$ cat config.mk
export PLATFORM = sky130hd
export DESIGN_NAME = outer_bank_seq
export DESIGN_NICKNAME = d
export VERILOG_FILES = /design/src/rtl/obr_pkg.sv /design/src/rtl/obr_seq.sv /design/src/rtl/obr_prg_map.sv /design/src/rtl/obr_chr_map.sv /design/src/rtl/outer_bank_seq.sv
export SDC_FILE = /design/constraint.sdc
export NUM_CORES = 1
export LEC_CHECK = 0
export ABC_AREA = 1
export BUFFER_PORTS_ARGS = -buffer_cell sky130_fd_sc_hd__buf_2
export CORE_ASPECT_RATIO = 1.5
export CORE_MARGIN = 2
export CORE_UTILIZATION = 52
export CTS_CLUSTER_DIAMETER = 30
export CTS_CLUSTER_SIZE = 24
export DETAILED_ROUTE_END_ITERATION = 12
export PLACE_DENSITY = 0.84
export SLEW_MARGIN = 25
export SYNTH_ARGS = -nofsm -noshare
export SYNTH_HDL_FRONTEND = slang
export SYNTH_SLANG_ARGS = --single-unit
$ cat constraint.sdc
create_clock -name clk -period 2.1 [get_ports clk]
set_clock_uncertainty 0.1 [all_clocks]
set_input_delay 0.525 -clock clk [delete_from_list [all_inputs] [get_ports clk]]
set_output_delay 0.525 -clock clk [all_outputs]
set_load 0.05 [all_outputs]
$ cat src/rtl/obr_pkg.sv
package obr_pkg;
    localparam int ADDR_W     = 16;
    localparam int DATA_W     = 8;
    localparam int NUM_SLOTS  = 4;
    localparam int PTR_W      = $clog2(NUM_SLOTS);
    localparam int PRG_W      = 8;
    localparam int CHR_IN_W   = 8;
    localparam int CHR_OUT_W  = CHR_IN_W + 1;
    localparam int PMASK_W    = 6;
    localparam int CSIZE_W    = 3;
    localparam logic [2:0] WIN_TAG = 3'b011;

    // slot field positions used by the mapping logic
    localparam int LOCK_BIT   = 6;
    localparam int CWIN_EN    = 3;
    localparam int CHI_BIT    = 4;

    typedef enum logic [2:0] {
        ST_SLOT0  = 3'd0,
        ST_SLOT1  = 3'd1,
        ST_SLOT2  = 3'd2,
        ST_SLOT3  = 3'd3,
        ST_FROZEN = 3'd4
    } obr_state_e;
endpackage

$ cat src/rtl/obr_seq.sv
module obr_seq
    import obr_pkg::*;
(
    input  logic                                clk,
    input  logic                                rst_n,
    input  logic                                wr_hit,
    input  logic [DATA_W-1:0]                   wr_data,
    output obr_state_e                          cur_state,
    output logic [NUM_SLOTS-1:0][DATA_W-1:0]    bank_q
);
    obr_state_e              nxt_state;
    logic [NUM_SLOTS-1:0]    slot_we;

    // state register
    always_ff @(posedge clk) begin
        if (!rst_n) cur_state <= ST_SLOT0;
        else        cur_state <= nxt_state;
    end

    // next-state logic
    always_comb begin
        nxt_state = cur_state;
        unique case (cur_state)
            ST_SLOT0:  if (wr_hit) nxt_state = ST_SLOT1;
            ST_SLOT1:  if (wr_hit) nxt_state = ST_SLOT2;
            ST_SLOT2:  if (wr_hit) nxt_state = ST_SLOT3;
            ST_SLOT3:  if (wr_hit) nxt_state = wr_data[LOCK_BIT] ? ST_FROZEN : ST_SLOT0;
            ST_FROZEN: nxt_state = ST_FROZEN;
            default:   nxt_state = ST_SLOT0;
        endcase
    end

    // output decode: slot write enables
    always_comb begin
        slot_we = '0;
        unique case (cur_state)
            ST_SLOT0:  slot_we[0] = wr_hit;
            ST_SLOT1:  slot_we[1] = wr_hit;
            ST_SLOT2:  slot_we[2] = wr_hit;
            ST_SLOT3:  slot_we[3] = wr_hit;
            ST_FROZEN: slot_we    = '0;
            default:   slot_we    = '0;
        endcase
    end

    for (genvar s = 0; s < NUM_SLOTS; s++) begin : g_slot
        always_ff @(posedge clk) begin
            if (!rst_n)          bank_q[s] <= '0;
            else if (slot_we[s]) bank_q[s] <= wr_data;
        end
    end
endmodule

$ cat src/rtl/obr_prg_map.sv
module obr_prg_map
    import obr_pkg::*;
(
    input  logic [PRG_W-1:0]  inner_prg,
    input  logic [DATA_W-1:0] prg_base,
    input  logic [DATA_W-1:0] prg_ctl,
    output logic [PRG_W-1:0]  prg_bank
);
    logic [PRG_W-1:0] keep;

    always_comb begin
        keep = '0;
        keep[PMASK_W-1:0] = ~prg_ctl[PMASK_W-1:0];
        prg_bank = (inner_prg & keep) | prg_base[PRG_W-1:0];
    end
endmodule

$ cat src/rtl/obr_chr_map.sv
module obr_chr_map
    import obr_pkg::*;
(
    input  logic [CHR_IN_W-1:0]  inner_chr,
    input  logic [DATA_W-1:0]    chr_base,
    input  logic [DATA_W-1:0]    chr_ctl,
    output logic [CHR_OUT_W-1:0] chr_bank
);
    localparam int SH_W = CSIZE_W + 1;

    logic [SH_W-1:0]      width_m1;
    logic [CHR_OUT_W-1:0] win_mask;
    logic [CHR_OUT_W-1:0] inner_ext;

    always_comb begin
        width_m1  = {1'b0, chr_ctl[CSIZE_W-1:0]} + SH_W'(1);
        win_mask  = chr_ctl[CWIN_EN]
                  ? ((CHR_OUT_W'(1) << width_m1) - CHR_OUT_W'(1))
                  : '0;
        inner_ext = {1'b0, inner_chr};
        chr_bank  = (inner_ext & win_mask)
                  | {1'b0, chr_base[CHR_IN_W-1:0]}
                  | {chr_ctl[CHI_BIT], {CHR_IN_W{1'b0}}};
    end
endmodule

$ cat src/rtl/outer_bank_seq.sv
module outer_bank_seq
    import obr_pkg::*;
(
    input  logic                 clk,
    input  logic                 rst_n,
    input  logic [15:0]          cpu_addr,
    input  logic [7:0]           cpu_data,
    input  logic                 cpu_we,
    input  logic [7:0]           inner_prg,
    input  logic [7:0]           inner_chr,
    output logic [7:0]           prg_bank,
    output logic [8:0]           chr_bank
);
    logic                              wr_hit;
    obr_state_e                        cur_state;
    logic [NUM_SLOTS-1:0][DATA_W-1:0]  bank_q;

    assign wr_hit = cpu_we && (cpu_addr[ADDR_W-1:ADDR_W-3] == WIN_TAG);

    obr_seq u_seq (
        .clk       (clk),
        .rst_n     (rst_n),
        .wr_hit    (wr_hit),
        .wr_data   (cpu_data),
        .cur_state (cur_state),
        .bank_q    (bank_q)
    );

    obr_prg_map u_prg (
        .inner_prg (inner_prg),
        .prg_base  (bank_q[1]),
        .prg_ctl   (bank_q[3]),
        .prg_bank  (prg_bank)
    );

    obr_chr_map u_chr (
        .inner_chr (inner_chr),
        .chr_base  (bank_q[0]),
        .chr_ctl   (bank_q[2]),
        .chr_bank  (chr_bank)
    );
endmodule

==> parameters.txt, run 1 <==
Parameter                              Value

Power
  Static Leakage    0.000972 µW
  Clock share of power    38.1%
  Internal power consumption    898 µW
  Power dissipated by switching net loads    330 µW
  Part of the power in combinational logic    14.5%
  Overall power    1230 µW
  Proportion of total power due to net switching    26.9%
  Max rail drop VDD    0.000510 V
  Sequential cell fraction of total power    47.5%
  Power density of the placed cells    631 mW/mm²

Global route
  Number of global-route vias before repair    1437
  Total routing resource utilization after global routing    20.9%
  Pin count of the biggest net entering global routing    31
  Initial antenna violation count    0
  Overflow left after global routing    0
  First-pass GRT wire length    5670 µm

Clocking
  Total clock buffers created by CTS    5
  Clock Latency Late Sink    280 ps
  Buffers from clock root to sink, at most    2
  Number of levels in the clock H-tree    2
  Total number of clock tree sinks    30
  Clock tree from TritonCTS    yes
  Clock Tree Root    clkbuf_8
  Clock transition at the register clock pins on the worst setup and hold paths after CTS    60 ps

Min path
  End point of the worst hold path    u_seq.bank_q[10]
  Hold path depth    2
  Start point of the worst min-delay path    u_seq.bank_q[10]
  Min-Delay Path Class    reg -> reg

Setup path
  Worst reg2reg startpoint    u_seq.cur_state[1]
  Count of cells along the worst register-to-register path    6
  Ordered list of cells on the worst path    nor2_4, nand2_2, ha_4, inv_2, a31o_4, buf_8
  Crit path required time    1470 ps
  Kind of end point of the critical path    output port
  Critical path peak fanout    5
  Internal reg-to-reg setup slack    750 ps
  Arrival @ worst endpoint    1470 ps
  Highest cell delay on the worst timing path    360 ps
  Worst setup SP type    flip-flop
  Setup Crit Path Kind    reg -> out
  Reg-to-reg endpoint    u_seq.bank_q[5]
  Master of the slowest instance on the critical path    dfxtp_4

Routing
  Via count    1575
  Routed Wire Length    3400 µm
  Via-per-instance ratio    4.88
  Detail-routed net length per standard cell    10.5 µm
  Starting DRT DRC Count    33
  Final routed DRC violation total    0
  Number of iterations in the first detailed-routing pass    4
  Count of antenna-violating nets left after detailed routing    0

Placement
  Final weighted congestion in routability-driven placement    0.877
  Number of input and output port buffers inserted    44
  Post-DP Area    0.00177 mm²
  HPWL after DPL    2370 µm

Outcome
  Outcome    completed

Floorplanning
  Top Ports    60
  Die Footprint    0.00343 mm²
  Die Span Y    70.7 µm
  Die Span X    48.5 µm
  Row Count    24
  Placeable Area    0.00288 mm²
  Initial standard-cell utilization of the core    53.6%

STA
  Count of final hold-check violations    0
  Fmax    478 MHz
  Fraction of the cycle the final worst path needs    99.6%
  Period minus WS final    2090 ps
  # setup viols final    0
  Fin. max-slew vios    0
  Unrepaired setup endpoints after global routing    yes

Finish
  Filler cell count in the final layout    275
  Layout Nets    327
  Layout overhead on the synthesized area    25.9%
  Final Core Density    67.4%
  Post-Layout Inst Area    0.00194 mm²
  Footprint of the flip-flops and latches    609 µm²
  Area of the multi-input gates    823 µm²
  Antenna Diode Count    0
  Share of post-route cells with drive strength above 1    27.5%

Yosys
  Proportion of register bits with asynchronous set or reset after synthesis    0%
  Count of different cell masters after synthesis    20
  Syn Nets    280
  Ranking of synthesized cells by area    dfxtp_1 (39%), nor2_1 (16%), nand2_1 (12%)
  Synthesized netlist cell count    236
  Fraction of synthesized cell area taken by the top area cell type    38.9%
  Post-synthesis register bit count    30
  EDFF count, synth    0
  Cell taking the most area after synthesis    dfxtp_1
  Syn. warnings    0
  Register area share after synthesis    38.9%
  Dominant synthesized flop cell    dfxtp_1
  Synth Cell Area    0.00154 mm²
  Leading post-synthesis cells by instance count    nor2_1 (64), nand2_1 (48), nand3_1 (31)
  Synth Area per Inst    6.54 µm²
  Most frequent cell after synthesis    nor2_1

Run
  Max-cap violations    0
-- routing by layer --
layer | GRT usage (%) | vias up | wire (µm)
met5 | 0 | - | 0
met4 | 11.1 | 0 | 102
met3 | 5.91 | 10 | 185
met2 | 39.5 | 44 | 1740
met1 | 20.3 | 695 | 1370
li1 | - | 826 | -
-- power by group through the flow --
| stage | registers, µW | logic (µW) | clock network, µW |
|---|---|---|---|
| 3_3_place_gp | 596 | 168 | 0 |
| 4_1_cts | 584 | 173 | 477 |
| 5_1_grt | 583 | 195 | 505 |
| 2_1_floorplan | 595 | 121 | 0 |
| 6_report | 582 | 178 | 467 |
| 3_5_place_dp | 597 | 170 | 0 |
-- cells by family after synthesis --
logic type,Yosys count,share of synthesized area [%]
other,1,0.243
flip-flops,30,38.9
adder cells (fa/ha/maj),1,0.810
AO/OA/AOI/OAI,15,7.45
AND/OR/NAND/NOR,154,42.8
buffers and inverters,35,9.81
-- cell type report --
class | instances | area share [%]
clock inverter | 1 | 0.257
clock buffer | 7 | 4.44
sequential | 30 | 31.3
timing repair buffer | 49 | 14.1
tap | 39 | 2.51
multi-input combinational | 171 | 42.3
inverter | 26 | 5.02
-- timing repair --
action / CTS / global route
pin swaps: 1 / 3
hold buffers: 0 / 0
gates resized for setup: 5 / 12
setup endpoints to repair: 2 / 3
setup buffers: 1 / 3
-- stage by stage --
step	hold WS (ps)	setup slack, ps	TNS (ps)	cells
after global routing	405	-31.0	-52.3	323
after floorplan	349	152	0	236
after CTS	382	0.296	0	320
final	378	7.73	0	323
after global placement	360	245	0	311
after detailed placement	368	231	0	311
-- worst max-delay path by stage --
stage,start,endpoint,slack [ps],cells after the start
2_1_floorplan,inner_chr[2],chr_bank[2],150,2
3_3_place_gp,u_seq.bank_q[17],chr_bank[1],240,6
3_5_place_dp,u_seq.bank_q[17],chr_bank[1],230,6
4_1_cts,u_seq.bank_q[18],chr_bank[1],0.3,6
5_1_grt,u_seq.bank_q[17],chr_bank[1],-30,6
6_report,u_seq.bank_q[17],chr_bank[1],8,6
-- critical path, delay by kind of cell (launching register included) --
family / cells / cell delay, ps
flip-flops: 1 / 360
adder cells (fa/ha/maj): 1 / 260
AO/OA/AOI/OAI: 1 / 210
AND/OR/NAND/NOR: 2 / 180
buffers and inverters: 2 / 170
-- registers in the layout, summed over array words and instances (netlist names) --
name and count:
u_seq.bank_q 27, u_seq.cur_state 3
-- cell usage in the layout, fill, tap and decap left out, types with 3 or more instances in the layout --
cell	n
nor2_2	5
buf_4	5
o21bai_1	9
buf_2	42
a31o_2	3
nand3_1	31
inv_1	24
clkbuf_8	6
nor2_4	4
nand2_1	47
nor2_1	63
dfxtp_1	27
Power figures use the tool's default switching activity.
==> run 2: changes to the inputs <==
--- a/config.mk
+++ b/config.mk
@@ -8,12 +8,12 @@
 export ABC_AREA = 1
 export BUFFER_PORTS_ARGS = -buffer_cell sky130_fd_sc_hd__buf_2
 export CORE_ASPECT_RATIO = 1.5
-export CORE_MARGIN = 2
+export CORE_MARGIN = 3
 export CORE_UTILIZATION = 52
 export CTS_CLUSTER_DIAMETER = 30
 export CTS_CLUSTER_SIZE = 24
 export DETAILED_ROUTE_END_ITERATION = 12
-export PLACE_DENSITY = 0.84
+export PLACE_DENSITY_LB_ADDON = 0.1
 export SLEW_MARGIN = 25
 export SYNTH_ARGS = -nofsm -noshare
 export SYNTH_HDL_FRONTEND = slang
==> run 2 against run 1 <==
  * The run now ends with setup timing left
  * Sequential share of layout area rose by 0.13 points
  * Clock power about the same
  * Count of clock-buffer cells in the layout stayed put
  * Sequential power about the same
  * Routed wire length increased by 3.4%
  * Cell area shrank 1.2%
  * Total power is 0.27% lower
  * Register-to-register slack about the same
  * Fmax is 0.87% lower
  * Flip-flop and latch count did not move
  * Highest routed layer unchanged
==> parameters.txt, run 2 (same netlist as run 1, synthesis figures left out) <==
Parameter                              Value

Global route
  Total routing resource utilization after global routing    22.3% (+1.3 points)
  Pin count of the biggest net entering global routing    31 (unchanged)
  Initial antenna violation count    0 (unchanged)
  Number of global-route vias before repair    1524 (+6.1%)
  First-pass GRT wire length    6220 µm (+9.7%)
  Grt met1 use    22.5% (+2.2 points)
  GRT met3 Usage    4.50% (-1.4 points)
  GRT met2 Usage    43.5% (+4.0 points)
  Grt peak-use layer    met2
  Overflow left after global routing    0 (unchanged)

Clocking
  Number of levels in the clock H-tree    2 (unchanged)
  Buffers from clock root to sink, at most    2 (unchanged)
  Clock Tree Root    clkbuf_8
  Clock transition at the register clock pins on the worst setup and hold paths after CTS    60 ps (about the same)
  Total clock buffers created by CTS    5 (unchanged)
  Clock tree from TritonCTS    yes
  Clock Latency Late Sink    270 ps (about the same)
  Total number of clock tree sinks    30 (unchanged)

Setup path
  Critical path peak fanout    3 (-2)
  Worst setup SP type    flip-flop
  Crit path from    u_seq.bank_q[17]
  Setup Crit Path Kind    reg -> out
  Reg-to-reg endpoint    u_seq.bank_q[11]
  Arrival @ worst endpoint    1490 ps (+20 ps)
  Internal reg-to-reg setup slack    760 ps (about the same)
  Crit path required time    1470 ps (about the same)
  End point of the critical path    chr_bank[4]
  Kind of end point of the critical path    output port
  Count of cells along the worst register-to-register path    6 (unchanged)
  Worst reg2reg startpoint    u_seq.cur_state[2]

Placement
  Final weighted congestion in routability-driven placement    0.761 (-13%)
  Worst slack after detailed placement    188 ps (-43.0 ps)
  Post-DP Area    0.00176 mm² (-0.14%)
  HPWL after DPL    2600 µm (+9.4%)
  Number of input and output port buffers inserted    44 (unchanged)

STA
  Unrepaired setup endpoints after global routing    yes
  Fin. max-slew vios    0 (unchanged)
  Hold slack final    376 ps (-1.58 ps)
  Final setup slack of the worst path    -10.6 ps (-18.3 ps)
  Period minus WS final    2110 ps (+18.3 ps)
  Fmax    474 MHz (-0.87%)
  Count of final hold-check violations    0 (unchanged)
  Fraction of the cycle the final worst path needs    101% (+0.87 points)
  # setup viols final    1 (+1)

Routing
  Number of iterations in the first detailed-routing pass    4 (unchanged)
  Routed Wire Length    3520 µm (+3.4%)
  Via-per-instance ratio    4.80 (-1.5%)
  Via count    1537 (-2.4%)
  Starting DRT DRC Count    20 (-39%)
  Final routed DRC violation total    0 (unchanged)
  Detail-routed net length per standard cell    11.0 µm (+4.4%)
  Count of antenna-violating nets left after detailed routing    0 (unchanged)

Finish
  Post-Layout Inst Area    0.00192 mm² (-1.2%)
  Filler cell count in the final layout    301 (+9.5%)
  Antenna Diode Count    0 (unchanged)
  Most frequent cells in the layout    nor2_1 (63), nand2_1 (47), buf_2 (42)
  Most common cell after layout, fill and taps aside    nor2_1
  Flip-flop count of the largest register after layout    27 (unchanged)
  Largest registers    u_seq.bank_q x27, u_seq.cur_state x3
  Share of post-route cells with drive strength above 1    26.9% (-0.61 points)
  Final Core Density    69.5% (+2.1 points)
  Layout overhead on the synthesized area    24.4%
  Biggest register    u_seq.bank_q
  Layout Nets    326 (-0.31%)

Outcome
  Failing checks    setup timing
  Outcome    complete, but fails checks

Floorplanning
  Initial standard-cell utilization of the core    55.9% (+2.3 points)
  Die Span Y    72.7 µm (+2.8%)
  Die Span X    50.5 µm (+4.1%)
  Top Ports    60 (unchanged)
  Placeable Area    0.00276 mm² (-4.2%)
  Row Count    23 (-4.2%)
  Die Footprint    0.00367 mm² (+7.1%)

Run
  Max-cap violations    0 (unchanged)

Power
  Power density of the placed cells    637 mW/mm² (+0.96%)
  Max rail drop VDD    0.000617 V (+21%)
  Static Leakage    0.000965 µW (-0.73%)

Min path
  Min-Delay Path Class    reg -> reg
## run 2: cell types whose count changed in the layout (fill, tap and decap cells not counted), sizes merged
cell  before  now
buf       49   48
## run 2: final cells by class
cell class                 instances  area [µm²]  share of cell area (%)
tap                               37        46.3                    2.41
sequential                        30         604                    31.5
clock inverter                     1        5.00                   0.261
inverter                          26        97.6                    5.08
clock buffer                       7        86.3                    4.50
timing repair buffer              48         267                    13.9
multi-input combinational        171         815                    42.4
## run 2: worst min-delay path by stage
| stage | cells after the start | to | slack [ps] | start |
|---|---|---|---|---|
| after global routing | 2 | u_seq.bank_q[15] | 410 | u_seq.bank_q[15] |
| final | 2 | u_seq.bank_q[15] | 380 | u_seq.bank_q[15] |
| after detailed placement | 2 | u_seq.bank_q[15] | 370 | u_seq.bank_q[15] |
| after CTS | 2 | u_seq.bank_q[15] | 380 | u_seq.bank_q[15] |
| after global placement | 2 | u_seq.bank_q[20] | 360 | u_seq.bank_q[20] |
| after floorplan | 2 | u_seq.bank_q[10] | 350 | u_seq.bank_q[10] |
## run 2: per-stage QoR
step	std cells	power (µW)	TNS [ps]
5_1_grt	320	1280	-86.2
3_5_place_dp	309	767	0
2_1_floorplan	236	716	0
6_report	320	1220	-10.6
3_3_place_gp	309	765	0
4_1_cts	320	1230	-2.24
## run 2: routing by layer
metal | vias to the layer above | routed length [µm]
met5 | - | 0
met4 | 0 | 53
met3 | 6 | 154
met2 | 34 | 1890
met1 | 679 | 1420
li1 | 818 | -
## run 2: timing repair
action / in CTS / in global routing
endpoints found under the hold margin: 0 / 0
setup endpoints to repair: 2 / 3
pin swaps: 2 / 3
gates resized for setup: 7 / 6
hold buffers: 0 / 0
setup buffers: 3 / 0
## run 2: critical path: stages (launching register included)
cell and delay, ps:
dfxtp_2 340, nor2_4 110, nand2_2 80, ha_4 160, o21bai_1 160, nand3b_1 130
nand2_1 80, buf_6 160
## run 2: power breakdown
part	internal, µW	total [µW]	switching [µW]	leakage [µW]
sequential	578	584	5.96	0.000244
clock	264	464	201	0.0000482
combinational	57.6	176	118	0.000673
==> run 3: changes to the inputs <==
--- a/config.mk
+++ b/config.mk
@@ -9,7 +9,7 @@
 export BUFFER_PORTS_ARGS = -buffer_cell sky130_fd_sc_hd__buf_2
 export CORE_ASPECT_RATIO = 1.5
 export CORE_MARGIN = 3
-export CORE_UTILIZATION = 52
+export CORE_UTILIZATION = 48
 export CTS_CLUSTER_DIAMETER = 30
 export CTS_CLUSTER_SIZE = 24
 export DETAILED_ROUTE_END_ITERATION = 12
==> constraint.sdc (replaced) <==
create_clock -name clk -period 2.2 [get_ports clk]
set_clock_uncertainty 0.1 [all_clocks]
set_input_delay 0.55 -clock clk [delete_from_list [all_inputs] [get_ports clk]]
set_output_delay 0.55 -clock clk [all_outputs]
set_load 0.05 [all_outputs]
==> run 3 against run 2 <==
  * The flow now finishes without violations
  * Register-to-register slack better by 70 ps
  * Global-route usage shrank 2.1 points
  * Critical path type unchanged
  * Largest power group unchanged
  * Die area is 7.5% higher
  * Count of clock-buffer cells in the layout unchanged
==> parameters.txt, run 3 (same netlist as run 1, synthesis figures left out) <==
Parameter                              Value

Routing
  Count of antenna-violating nets left after detailed routing    0 (unchanged)
  Via-per-instance ratio    4.78 (-0.52%)
  Number of iterations in the first detailed-routing pass    4 (unchanged)
  Routed Wire Length    3450 µm (-2.0%)
  Detail-routed net length per standard cell    10.8 µm (-2.0%)
  Via count    1529 (-0.52%)
  Starting DRT DRC Count    33 (+65%)
  Final routed DRC violation total    0 (unchanged)

Min path
  End point of the worst hold path    u_seq.bank_q[20]
  Hold path depth    2 (unchanged)
  Min-Delay Path Class    reg -> reg
  Start point of the worst min-delay path    u_seq.bank_q[20]

Outcome
  Outcome    completed

Clocking
  Total clock buffers created by CTS    5 (unchanged)
  Total number of clock tree sinks    30 (unchanged)
  Clock Latency Late Sink    280 ps (about the same)
  Clock Tree Root    clkbuf_8
  Clock transition at the register clock pins on the worst setup and hold paths after CTS    60 ps (about the same)
  Clock tree from TritonCTS    yes
  Buffers from clock root to sink, at most    2 (unchanged)
  Number of levels in the clock H-tree    2 (unchanged)

Setup path
  Setup Crit Path Kind    reg -> out
  Crit path buf inv count    2 (+1)
  Count of cells along the worst register-to-register path    6 (unchanged)
  Crit path max-delay family    flip-flops
  Reg-to-reg endpoint    u_seq.bank_q[5]
  Kind of end point of the critical path    output port
  Internal reg-to-reg setup slack    830 ps (+70 ps)
  Worst reg2reg startpoint    u_seq.cur_state[1]
  Crit path required time    1550 ps (+80 ps)
  Arrival @ worst endpoint    1470 ps (-20 ps)
  Crit path from    u_seq.bank_q[17]
  Critical path peak fanout    5 (+2)
  Worst setup SP type    flip-flop
  Master of the slowest instance on the critical path    dfxtp_4
  Highest cell delay on the worst timing path    360 ps (+20 ps)
  Ordered list of cells on the worst path    nor2_4, nand2_1, ha_1, inv_1, a31o_2, buf_4

STA
  # setup viols final    0 (-1)
  Unrepaired setup endpoints after global routing    yes
  Fraction of the cycle the final worst path needs    96.4%
  Final setup slack of the worst path    78.6 ps (+89.2 ps)
  Fin. max-slew vios    0 (unchanged)
  Fmax    471 MHz
  Count of final hold-check violations    0 (unchanged)
  Period minus WS final    2120 ps
  Sum Neg Setup Slack    0 ps (+10.6 ps)

Power
  Static Leakage    0.000955 µW (-1.0%)
  Max rail drop VDD    0.000500 V (-19%)
  Power density of the placed cells    620 mW/mm² (-2.7%)

Floorplanning
  Die Span X    52.3 µm (+3.6%)
  Row Count    24 (+4.3%)
  Initial standard-cell utilization of the core    51.4% (-4.5 points)
  Placeable Area    0.00300 mm² (+8.7%)
  Die Footprint    0.00395 mm² (+7.5%)
  Die Span Y    75.5 µm (+3.7%)
  Top Ports    60 (unchanged)

Placement
  Final weighted congestion in routability-driven placement    0.788 (+3.5%)
  Post-DP Area    0.00177 mm² (+0.14%)
  Worst slack after detailed placement    271 ps (+82.7 ps)
  Number of input and output port buffers inserted    44 (unchanged)
  HPWL after DPL    2610 µm (+0.36%)

Finish
  Layout Nets    324 (-0.61%)
  Largest registers    u_seq.bank_q x27, u_seq.cur_state x3
  Post-Layout Inst Area    0.00189 mm² (-1.8%)
  Biggest register    u_seq.bank_q
  Most frequent cells in the layout    nor2_1 (63), nand2_1 (48), buf_2 (42)
  Layout overhead on the synthesized area    22.2%
  Share of post-route cells with drive strength above 1    25.3% (-1.6 points)
  Final Core Density    62.8% (-6.7 points)
  Flip-flop count of the largest register after layout    27 (unchanged)
  Antenna Diode Count    0 (unchanged)
  Most common cell after layout, fill and taps aside    nor2_1

Global route
  Total routing resource utilization after global routing    20.1% (-2.1 points)
  Number of global-route vias before repair    1382 (-9.3%)
  First-pass GRT wire length    5780 µm (-7.2%)
  Pin count of the biggest net entering global routing    31 (unchanged)
  Initial antenna violation count    0 (unchanged)
  Overflow left after global routing    0 (unchanged)

Run
  Max-cap violations    0 (unchanged)
[run 3: cell types whose count changed in the layout (fill, tap and decap cells not counted), sizes merged]
cell  previous run  this run
buf             48        46
[run 3: what timing repair did]
item,in CTS,in global routing
endpoints found under the setup margin,2,2
hold buffers,0,0
setup buffers,0,1
gates resized for setup,3,5
pin swaps,0,1
[run 3: worst max path at each step]
stage                  end  slack, ps  cells after the start
2_1_floorplan  chr_bank[2]        200                      2
3_3_place_gp   chr_bank[4]        290                      7
3_5_place_dp   chr_bank[4]        270                      7
4_1_cts        chr_bank[4]          6                      7
5_1_grt        chr_bank[4]          2                      7
6_report       chr_bank[1]         80                      6
[run 3: stage by stage]
stage                     power (µW)  hold slack, ps  instances
after CTS                       1190             383        319
final                           1170             375        320
after global routing            1230             396        320
after detailed placement         733             368        311
after floorplan                  684             349        236
after global placement           732             361        311
[run 3: cell type report]
class	instances	area [µm²]
inverter	26	97.6
multi-input combinational	171	800
tap	39	48.8
timing repair buffer	46	244
clock buffer	7	86.3
fill	329	1120
clock inverter	1	5.00
sequential	30	606
[run 3: report_power, final]
group          switching [µW]  internal (µW)  leakage [µW]
registers                5.69            551      0.000244
clock network             198            252     0.0000482
logic                     112           52.6      0.000663
[run 3: per-layer routing]
metal	track usage [%]	part of all wire [%]	wire length (µm)	vias to the layer above
met4	9.38	2.0	68	0
met1	21.9	41	1400	658
li1	-	-	-	818
met3	6.26	6.2	215	7
met2	35.1	51	1760	46
met5	0	0	0	-
[run 3: worst register-to-register path, cell delays in order, from the launching register on]
cell,delay [ps]
dfxtp_1,340
inv_1,170
nand2_1,90
nor2_2,300
nand3_1,120
nand2_1,100
nor2_1,40
